## src/rtl/tag_rule_pkg.sv

```systemverilog
package tag_rule_pkg;
  localparam int TAG_W = 8;
  localparam int OP_W  = 2;

  typedef enum logic [OP_W-1:0] {
    OP_ADD = 2'd0,
    OP_SUB = 2'd1,
    OP_MUL = 2'd2,
    OP_RSV = 2'd3
  } top_e;

  typedef struct packed {
    logic             valid;
    logic [OP_W-1:0]  op;
    logic [TAG_W-1:0] tag_a;
    logic [TAG_W-1:0] tag_b;
    logic [TAG_W-1:0] res_tag;
    logic             res_fp;
  } rule_t;
endpackage

```

## src/rtl/trc_table.sv

```systemverilog
module trc_table import tag_rule_pkg::*; #(
  parameter int NUM_RULES = 16,
  localparam int IDX_W = $clog2(NUM_RULES)
) (
  input  logic                       clk_i,
  input  logic                       rst_ni,
  input  logic                       ld_en_i,
  input  logic [IDX_W-1:0]           ld_idx_i,
  input  logic [OP_W-1:0]            ld_op_i,
  input  logic [TAG_W-1:0]           ld_tag_a_i,
  input  logic [TAG_W-1:0]           ld_tag_b_i,
  input  logic [TAG_W-1:0]           ld_res_tag_i,
  input  logic                       ld_res_fp_i,
  output rule_t [NUM_RULES-1:0]      rules_o
);
  rule_t ld_rule;

  always_comb begin
    ld_rule.valid   = 1'b1;
    ld_rule.op      = ld_op_i;
    ld_rule.tag_a   = ld_tag_a_i;
    ld_rule.tag_b   = ld_tag_b_i;
    ld_rule.res_tag = ld_res_tag_i;
    ld_rule.res_fp  = ld_res_fp_i;
  end

  for (genvar i = 0; i < NUM_RULES; i++) begin : g_entry
    logic we;
    assign we = ld_en_i && (ld_idx_i == IDX_W'(i));

    always_ff @(posedge clk_i or negedge rst_ni) begin
      if (!rst_ni) begin
        rules_o[i] <= '0;
      end else if (we) begin
        rules_o[i] <= ld_rule;
      end
    end
  end
endmodule

```

## src/rtl/trc_match.sv

```systemverilog
module trc_match import tag_rule_pkg::*; #(
  parameter int NUM_RULES = 16
) (
  input  rule_t [NUM_RULES-1:0] rules_i,
  input  logic [OP_W-1:0]       op_i,
  input  logic [TAG_W-1:0]      tag_a_i,
  input  logic [TAG_W-1:0]      tag_b_i,
  output logic                  hit_o,
  output logic [TAG_W-1:0]      res_tag_o,
  output logic                  res_fp_o
);
  logic [NUM_RULES-1:0] match;

  for (genvar i = 0; i < NUM_RULES; i++) begin : g_cmp
    assign match[i] = rules_i[i].valid &&
                      (rules_i[i].op    == op_i)    &&
                      (rules_i[i].tag_a == tag_a_i) &&
                      (rules_i[i].tag_b == tag_b_i);
  end

  // walk downward so the lowest matching index is the last one written
  always_comb begin
    res_tag_o = '0;
    res_fp_o  = 1'b0;
    for (int i = NUM_RULES - 1; i >= 0; i--) begin
      if (match[i]) begin
        res_tag_o = rules_i[i].res_tag;
        res_fp_o  = rules_i[i].res_fp;
      end
    end
  end

  assign hit_o = |match;
endmodule

```

## src/rtl/trc_handler.sv

```systemverilog
module trc_handler #(
  parameter int PC_W = 32
) (
  input  logic            clk_i,
  input  logic            rst_ni,
  input  logic            we_i,
  input  logic [PC_W-1:0] addr_i,
  output logic [PC_W-1:0] addr_o
);
  always_ff @(posedge clk_i or negedge rst_ni) begin
    if (!rst_ni) begin
      addr_o <= '0;
    end else if (we_i) begin
      addr_o <= addr_i;
    end
  end
endmodule

```

## src/rtl/tag_rule_check.sv

```systemverilog
module tag_rule_check import tag_rule_pkg::*; #(
  parameter int NUM_RULES = 16,
  parameter int PC_W      = 32,
  localparam int IDX_W    = $clog2(NUM_RULES)
) (
  input  logic             clk_i,
  input  logic             rst_ni,
  input  logic             ld_en_i,
  input  logic [IDX_W-1:0] ld_idx_i,
  input  logic [1:0]       ld_op_i,
  input  logic [7:0]       ld_tag_a_i,
  input  logic [7:0]       ld_tag_b_i,
  input  logic [7:0]       ld_res_tag_i,
  input  logic             ld_res_fp_i,
  input  logic             hdl_we_i,
  input  logic [PC_W-1:0]  hdl_addr_i,
  input  logic             req_valid_i,
  input  logic             req_chk_only_i,
  input  logic [1:0]       req_op_i,
  input  logic [7:0]       req_tag_a_i,
  input  logic [7:0]       req_tag_b_i,
  output logic             hit_o,
  output logic             miss_o,
  output logic [7:0]       dst_tag_o,
  output logic             dst_fp_o,
  output logic             val_we_o,
  output logic             tag_we_o,
  output logic             redirect_o,
  output logic [PC_W-1:0]  redirect_pc_o
);
  rule_t [NUM_RULES-1:0] rules;
  logic                  lk_hit;
  logic [TAG_W-1:0]      lk_tag;
  logic                  lk_fp;
  logic [PC_W-1:0]       hdl_addr;
  logic                  do_write;

  trc_table #(.NUM_RULES(NUM_RULES)) i_table (
    .clk_i        (clk_i),
    .rst_ni       (rst_ni),
    .ld_en_i      (ld_en_i),
    .ld_idx_i     (ld_idx_i),
    .ld_op_i      (ld_op_i),
    .ld_tag_a_i   (ld_tag_a_i),
    .ld_tag_b_i   (ld_tag_b_i),
    .ld_res_tag_i (ld_res_tag_i),
    .ld_res_fp_i  (ld_res_fp_i),
    .rules_o      (rules)
  );

  trc_match #(.NUM_RULES(NUM_RULES)) i_match (
    .rules_i   (rules),
    .op_i      (req_op_i),
    .tag_a_i   (req_tag_a_i),
    .tag_b_i   (req_tag_b_i),
    .hit_o     (lk_hit),
    .res_tag_o (lk_tag),
    .res_fp_o  (lk_fp)
  );

  trc_handler #(.PC_W(PC_W)) i_handler (
    .clk_i  (clk_i),
    .rst_ni (rst_ni),
    .we_i   (hdl_we_i),
    .addr_i (hdl_addr_i),
    .addr_o (hdl_addr)
  );

  assign hit_o         = req_valid_i && lk_hit;
  assign miss_o        = req_valid_i && !lk_hit;
  assign dst_tag_o     = hit_o ? lk_tag : '0;
  assign dst_fp_o      = hit_o && lk_fp;
  assign do_write      = hit_o && !req_chk_only_i;
  assign val_we_o      = do_write;
  assign tag_we_o      = do_write;
  assign redirect_o    = miss_o;
  assign redirect_pc_o = miss_o ? hdl_addr : '0;
endmodule

```

## config.mk

```make
export PLATFORM = sky130hd
export DESIGN_NAME = tag_rule_check
export DESIGN_NICKNAME = d
export VERILOG_FILES = /design/src/rtl/tag_rule_pkg.sv /design/src/rtl/trc_table.sv /design/src/rtl/trc_match.sv /design/src/rtl/trc_handler.sv /design/src/rtl/tag_rule_check.sv
export SDC_FILE = /design/constraint.sdc
export NUM_CORES = 1
export LEC_CHECK = 0
export ABC_AREA = 1
export BUFFER_PORTS_ARGS = -buffer_cell sky130_fd_sc_hd__buf_2
export CORE_MARGIN = 2
export CORE_UTILIZATION = 55
export CTS_CLUSTER_SIZE = 28
export DETAILED_ROUTE_END_ITERATION = 6
export GPL_TIMING_DRIVEN = 0
export PLACE_DENSITY = 0.8
export SKIP_CTS_REPAIR_TIMING = 1
export SLEW_MARGIN = 15
export SYNTH_ARGS = -nofsm -noshare
export SYNTH_HDL_FRONTEND = slang
export SYNTH_SLANG_ARGS = --single-unit
```

## constraint.sdc

```tcl
create_clock -name clk_i -period 2 [get_ports clk_i]
set_input_delay 0 -clock clk_i [delete_from_list [all_inputs] [get_ports clk_i]]
set_output_delay 0 -clock clk_i [all_outputs]
set_load 0.02 [all_outputs]
```

==> metrics.log, run 1 <==
INFO  metric critical_path.reg2reg.endpoint = i_handler.addr_o[3]$_DFFE_PN0P_
INFO  metric clock-skew-final = 0 ns
INFO  metric fp.dieW = 208 um
INFO  metric timing.critical_path.slowest_stage_cell = sky130_fd_sc_hd__dfrtp_1
INFO  metric power.static_leakage = 0.0133 uW
INFO  metric place.detailed.hpwl = 53700 um
INFO  metric yosysWarningCount = 0
INFO  metric crit_path_frequent_cell = sky130_fd_sc_hd__nand2_1
INFO  metric via_count = 22300
INFO  metric cpLargestDelayFamily = simple AND/OR/NAND/NOR gates
INFO  metric rr_startpoint = i_handler.addr_o[3]$_DFFE_PN0P_
INFO  metric synth_top_flop_cell = sky130_fd_sc_hd__dfrtp_1
INFO  metric starting_utilization_of_the_core_area = 0.560
INFO  metric period_share = 1.70
INFO  metric global_route.overflow_total = 0
INFO  metric antenna_violating_nets_post_route = 0
INFO  metric yosysTopAreaCell = sky130_fd_sc_hd__dfrtp_1
INFO  metric grt_start_max_net_pins = ~110
INFO  metric worst_pin_slew = 1.07 ns
INFO  metric final_area = 28000 sq um
INFO  metric post-place-ws = -1.19 ns
INFO  metric die_area = ~43000 sq um
INFO  metric holdWs = ~0.065 ns
INFO  metric arrival_time_of_the_worst_setup_path = 3.39 ns
INFO  metric layout_cells_sized_above_1 = 0.148
INFO  metric totalNegativeSetupSlack = -54.86 ns
INFO  metric ir_worst_vdd = roughly 0.0007 V
INFO  metric finalCoreUtilization = 0.683
INFO  metric maxCapViolations = 0
INFO  metric synth-edff-count = 0
INFO  metric grt_pass1_wl = 119000 um
INFO  metric grtUsageTotal = 0.363
INFO  metric port_buffers = roughly 120
INFO  metric post-synth-top-count-cell = sky130_fd_sc_hd__nand2_1
INFO  metric post_synth_xor_area_fraction = 0.0324
INFO  metric mean_instance_size_in_the_synthesized_netlist = 8.28 sq um
INFO  metric drt_pre_antenna_iters = 6
INFO  metric synth-async-reset-ratio = 1.00
INFO  metric clk_pin_slew_worst_paths = 0.06 ns
INFO  metric number_of_antenna_violations_at_the_first_check_in_global_routing = 1
INFO  metric clock_tree.htree_level_count = 2
INFO  metric timing.final.hold_violations = 0
INFO  metric worst-path-max-fanout = 4
INFO  metric status = finished, violations left
INFO  metric synth_seq_area_share = 0.523
INFO  metric hold_path_class = in -> async
INFO  metric die_h = 208 um
INFO  metric synth.cell_area = 22900 sq um
INFO  metric clk-insertion-delay-late = 0.60 ns
INFO  metric drv_slew = 0
INFO  metric clockBufferDepth = 3
INFO  metric clock-root-buffer = sky130_fd_sc_hd__clkbuf_16
INFO  metric synth_compound_gate_area_share = 0.166
INFO  metric critPathBufInv = 4
INFO  metric syn_nets = 2860
INFO  metric clk_sinks = 480
INFO  metric worst_slack = -1.39 ns
INFO  metric final-setup-viol-count = 46
INFO  metric dpl_cell_area = 24700 sq um
INFO  metric synth_top_family_by_area = simple AND/OR/NAND/NOR gates
INFO  metric cellPowerDensity = about 980 nW/um^2
INFO  metric synth_cell_type_count = 54
INFO  metric tritoncts = yes
INFO  metric syn-instance-count = 2773
INFO  metric r2r_slack = 0.69 ns
INFO  metric synth.top_cells.by_area = sky130_fd_sc_hd__dfrtp_1 52%, sky130_fd_sc_hd__nand2_1 14%, sky130_fd_sc_hd__o21ai_0 11%
INFO  metric setup.worst_path.start_class = flop
INFO  metric maxSlewHeadroom = 0.284
INFO  metric grt_pass1_vias = 20600
INFO  metric cp-end-kind = output port
INFO  metric synthSimpleGateAreaFrac = 0.209
INFO  metric cts_inserted_buffers = 50
INFO  metric drt-total-wl = 83900 um
INFO  metric area_growth = 22.0%
INFO  metric number_of_cells_traversed_by_the_worst_register_to_register_path = 3
INFO  metric failing_checks = setup timing
INFO  metric rsz0062_at_grt = true
INFO  metric synth_seq_cells = 480
INFO  metric nets = 3137
INFO  metric fillCellCount = a little over 3000
INFO  metric cp_data_required_time = approximately 2 ns
INFO  metric yosys.area_share.adder = 0
INFO  metric critical_path.max_stage_delay = a little under 0.4 ns
INFO  metric max_clock_freq = 295 MHz
INFO  metric floorplan.rows = between 70 and 80
INFO  metric gp_congestion = roughly 0.99
INFO  metric post_drt_via_cell_ratio = 6.17
INFO  metric core_area = 41000 sq um
INFO  metric muxShareOfSynthArea = 0.000436
INFO  metric worst-setup-path-type = reg -> out
INFO  metric synthDominantCellAreaShare = 0.523
INFO  metric top_level_ports = ~130
INFO  metric wl_per_cell = 23.2 um
INFO  metric drt_iter0_drc = 3257
INFO  metric post_synth_most_frequent_cells = 847 x sky130_fd_sc_hd__nand2_1, 524 x sky130_fd_sc_hd__o21ai_0, 480 x sky130_fd_sc_hd__dfrtp_1, 166 x sky130_fd_sc_hd__nor2_1, 132 x sky130_fd_sc_hd__inv_1
INFO  metric timing.critical_path.depth = 27
INFO  metric final.min_clock_period = about 3.4 ns
INFO  metric drc_viols = 0
==> state kept, by name, indices dropped and copies added (netlist names) <==
register,flops
i_handler.addr_o,32
i_table.rules_o,448
==> logic make-up after synthesis <==
group,count (synthesis)
xor+xnor,85
simple gates,1167
flops,480
compound gates,706
buf+inv,334
mux,1
==> stage by stage <==
stage	total power (uW)	cells
floorplan	15600	2773
global placement	16900	3424
detailed placement	17200	3428
CTS	26800	3516
global route	28500	3618
finish	27400	3619
==> layer usage <==
metal	GRT usage	vias to the layer above	share of wire
li1	-	9622	-
met1	0.475	10800	0.37
met2	0.549	1586	0.45
met5	0	-	0.00015
met3	0.104	346	0.13
met4	0.198	2	0.061
==> cell type report <==
type                       count  area, sq um  area share
sequential                   480        12000       0.429
timing repair buffer         225         2030      0.0724
clock buffer                  79         1530      0.0547
buffer                       177         1040      0.0370
multi-input combinational   1959         9920       0.354
tap                          532          666      0.0238
inverter                     157          629      0.0225
clock inverter                 9          174     0.00621
antenna                        1         2.50   0.0000894
==> placed cells by master (no fill, tap or decap), drive strengths merged, types with 17 or more instances in the layout <==
| cell type | instances |
|---|---|
| nand2 | 849 |
| o21ai | 552 |
| dfrtp | 480 |
| buf | 218 |
| clkbuf | 200 |
| nor2 | 171 |
| inv | 153 |
| a21oi | 73 |
| dlygate4sd3 | 63 |
| xor2 | 60 |
| or2 | 46 |
| nand3 | 38 |
| o22ai | 27 |
| xnor2 | 25 |
| nor4 | 24 |
| nor3 | 19 |
| a221oi | 17 |
==> how the worst max path moves through the flow <==
stage	from	end	slack, ns
6_report	i_table.rules_o[383]$_DFFE_PN0P_	dst_tag_o[2]	-1.39
5_1_grt	i_table.rules_o[412]$_DFFE_PN0P_	dst_tag_o[4]	-1.49
4_1_cts	i_table.rules_o[384]$_DFFE_PN0P_	redirect_o	-1.62
3_5_place_dp	req_op_i[0]	redirect_o	-1.19
3_3_place_gp	rst_ni	i_handler.addr_o[18]$_DFFE_PN0P_	-8.44
2_1_floorplan	i_table.rules_o[189]$_DFFE_PN0P_	val_we_o	-0.20
==> report_power, final <==
part | switching, uW | internal, uW | leakage (uW)
Clock | 3940 | 5860 | 0.000839
Combinational | 2780 | 1910 | 0.00641
Sequential | 1350 | 11600 | 0.00602
Total | 8070 | 19300 | 0.0133
(Power assumes the default switching activity.)
==> run 2, diff against run 1 <==
Settings changed: PLACE_DENSITY 0.8 to 0.82.
==> metrics.log, run 2 (synthesis gave the netlist of run 1 again) <==
INFO  metric top_register = i_table.rules_o
INFO  metric timing.critical_path.slowest_stage_cell = sky130_fd_sc_hd__dfrtp_1
INFO  metric critical_path.max_stage_delay = roughly 0.37 ns
INFO  metric final.min_clock_period = 3.34 ns
INFO  metric final_cell_mix = 838 x sky130_fd_sc_hd__nand2_1, 519 x sky130_fd_sc_hd__o21ai_0, 480 x sky130_fd_sc_hd__dfrtp_1
INFO  metric cp-end-kind = output port
INFO  metric fp.dieW = around 210 um
INFO  metric final-setup-viol-count = 46
INFO  metric cpLargestDelayFamily = simple AND/OR/NAND/NOR gates
INFO  metric failing_checks = hold timing, setup timing
INFO  metric routedLengthMet1 = between 30000 and 40000 um
INFO  metric post_drt_via_cell_ratio = 6.24
INFO  metric clk_sinks = between 400 and 500
INFO  metric power.static_leakage = 0.0134 uW
INFO  metric finalCoreUtilization = 0.690
INFO  metric number_of_cells_traversed_by_the_worst_register_to_register_path = 3
INFO  metric area_growth = 23.4%
INFO  metric grt_pass1_wl = 121000 um
INFO  metric via_count = about 23000
INFO  metric nets = ~3100
INFO  metric floorplan.rows = 74
INFO  metric top_level_ports = 133
INFO  metric largest_registers = i_table.rules_o: 448 flops, i_handler.addr_o: 32 flops
INFO  metric antenna_violating_nets_post_route = 0
INFO  metric largest_register_ffs = 448
INFO  metric clock-skew-final = 0 ns
INFO  metric worst-path-max-fanout = 4
INFO  metric rr_startpoint = i_handler.addr_o[0]$_DFFE_PN0P_
INFO  metric tritoncts = yes
INFO  metric timing.final.hold_violations = 52
INFO  metric rsz0062_at_grt = true
INFO  metric layout_cells_sized_above_1 = 0.157
INFO  metric worst_pin_slew = 1.08 ns
INFO  metric maxCapViolations = 0
INFO  metric grt_pass1_vias = 20800
INFO  metric ir_worst_vdd = 0.000680 V
INFO  metric layout_commonest_cell = sky130_fd_sc_hd__nand2_1
INFO  metric worst_slack = -1.34 ns
INFO  metric hold_path_class = in -> async
INFO  metric drt_pre_antenna_iters = 6
INFO  metric totalNegativeSetupSlack = -54.04 ns
INFO  metric grtUsageTotal = 0.367
INFO  metric gp_congestion = 0.994
INFO  metric cp_data_required_time = around 2 ns
INFO  metric drt-total-wl = 85700 um
INFO  metric arrival_time_of_the_worst_setup_path = 3.34 ns
INFO  metric top_signal_layer_used = met5
INFO  metric crit_path_frequent_cell = sky130_fd_sc_hd__nand2_1
INFO  metric cellPowerDensity = 967 nW/um^2
INFO  metric drt_iter0_drc = 3195
INFO  metric worst-setup-path-type = reg -> out
INFO  metric period_share = 1.67
INFO  metric met3RoutedLength = 11200 um
INFO  metric critical_path.reg2reg.endpoint = i_handler.addr_o[0]$_DFFE_PN0P_
INFO  metric final_cells = 3634
INFO  metric setup.worst_path.start_class = flop
INFO  metric place.detailed.hpwl = 54200 um
INFO  metric cts_inserted_buffers = 49
INFO  metric global_route.overflow_total = 0
INFO  metric number_of_antenna_violations_at_the_first_check_in_global_routing = 3
INFO  metric critPathBufInv = 3
INFO  metric clock-root-buffer = sky130_fd_sc_hd__clkbuf_16
INFO  metric die_area = 43400 sq um
INFO  metric port_buffers = around 120
INFO  metric clockBufferDepth = 3
INFO  metric clk_pin_slew_worst_paths = around 0.060 ns
INFO  metric core_area = 41000 sq um
INFO  metric grt_start_max_net_pins = 111
INFO  metric maxSlewHeadroom = 0.283
INFO  metric wl_per_cell = approximately 24 um
INFO  metric place_inst = 3429
INFO  metric r2r_slack = ~0.69 ns
INFO  metric clock_tree.htree_level_count = 2
INFO  metric max_clock_freq = around 300 MHz
INFO  metric starting_utilization_of_the_core_area = 0.560
INFO  metric drv_slew = 0
INFO  metric drc_viols = 0
INFO  metric clk-insertion-delay-late = 0.60 ns
INFO  metric total_power = 27400 uW
INFO  metric met2_length = 38500 um
INFO  metric die_h = 208 um
INFO  metric status = finished, violations left
INFO  metric holdWs = -0.0943 ns
## run 2: cell types whose count changed in the layout (fill, tap and decap cells not counted), sizes merged
cell / before / now
clkinvlp: 0 / 1
inv: 153 / 154
bufinv: 5 / 3
dlygate4sd3: 63 / 64
diode: 1 / 3
clkbuf: 200 / 195
nand3: 38 / 39
clkinv: 8 / 16
nor2: 171 / 172
buf: 218 / 225
## run 2: final cells by class
class,instances,area [sq um]
clock buffers,73,1500
flip-flops and latches,480,12000
clock inverters,17,170
well taps,532,666
diodes,3,7.51
plain buffers,176,1040
multi-input cells,1961,10100
repair buffers,235,2200
fillers,3109,12700
inverters,157,624
## run 2: worst reg2reg max path: stages (launching register included)
cell	delay [ns]
sky130_fd_sc_hd__dfrtp_1	0.37
sky130_fd_sc_hd__inv_1	0.12
sky130_fd_sc_hd__o21ai_0	0.10
sky130_fd_sc_hd__dlygate4sd3_1	0.59
## run 2: how the worst max path moves through the flow
stage                                      from  slack, ns                              to  depth (start not counted)
2_1_floorplan  i_table.rules_o[189]$_DFFE_PN0P_      -0.20                        val_we_o                         12
3_3_place_gp                             rst_ni      -8.50  i_table.rules_o[3]$_DFFE_PN0P_                          1
4_1_cts        i_table.rules_o[157]$_DFFE_PN0P_      -1.64                      redirect_o                         12
5_1_grt        i_table.rules_o[418]$_DFFE_PN0P_      -1.57                        dst_fp_o                         28
6_report       i_table.rules_o[418]$_DFFE_PN0P_      -1.34                        dst_fp_o                         28
3_5_place_dp                     req_tag_b_i[4]      -1.23                      redirect_o                         13
## run 2: power breakdown
| part | internal (uW) | switching [uW] |
|---|---|---|
| sequential | 11600 | 1410 |
| clock | 5570 | 4020 |
| combinational | 1950 | 2870 |
## run 2: routing by layer
metal | vias to the layer above | GRT usage
met2 | 1684 | 0.553
met3 | 398 | 0.103
met1 | 10900 | 0.481
li1 | 9659 | -
met4 | 6 | 0.201
met5 | - | 0.0111
## run 2: through the flow
| stage | area [sq um] | setup slack (ns) | hold WS, ns |
|---|---|---|---|
| detailed placement | 24800 | -1.23 | -0.0514 |
| global placement | 24600 | -8.50 | 0.208 |
| CTS | 26400 | -1.64 | -0.667 |
| finish | 28300 | -1.34 | -0.0943 |
| floorplan | 23400 | -0.197 | -0.296 |
| global route | 28300 | -1.57 | -0.0402 |
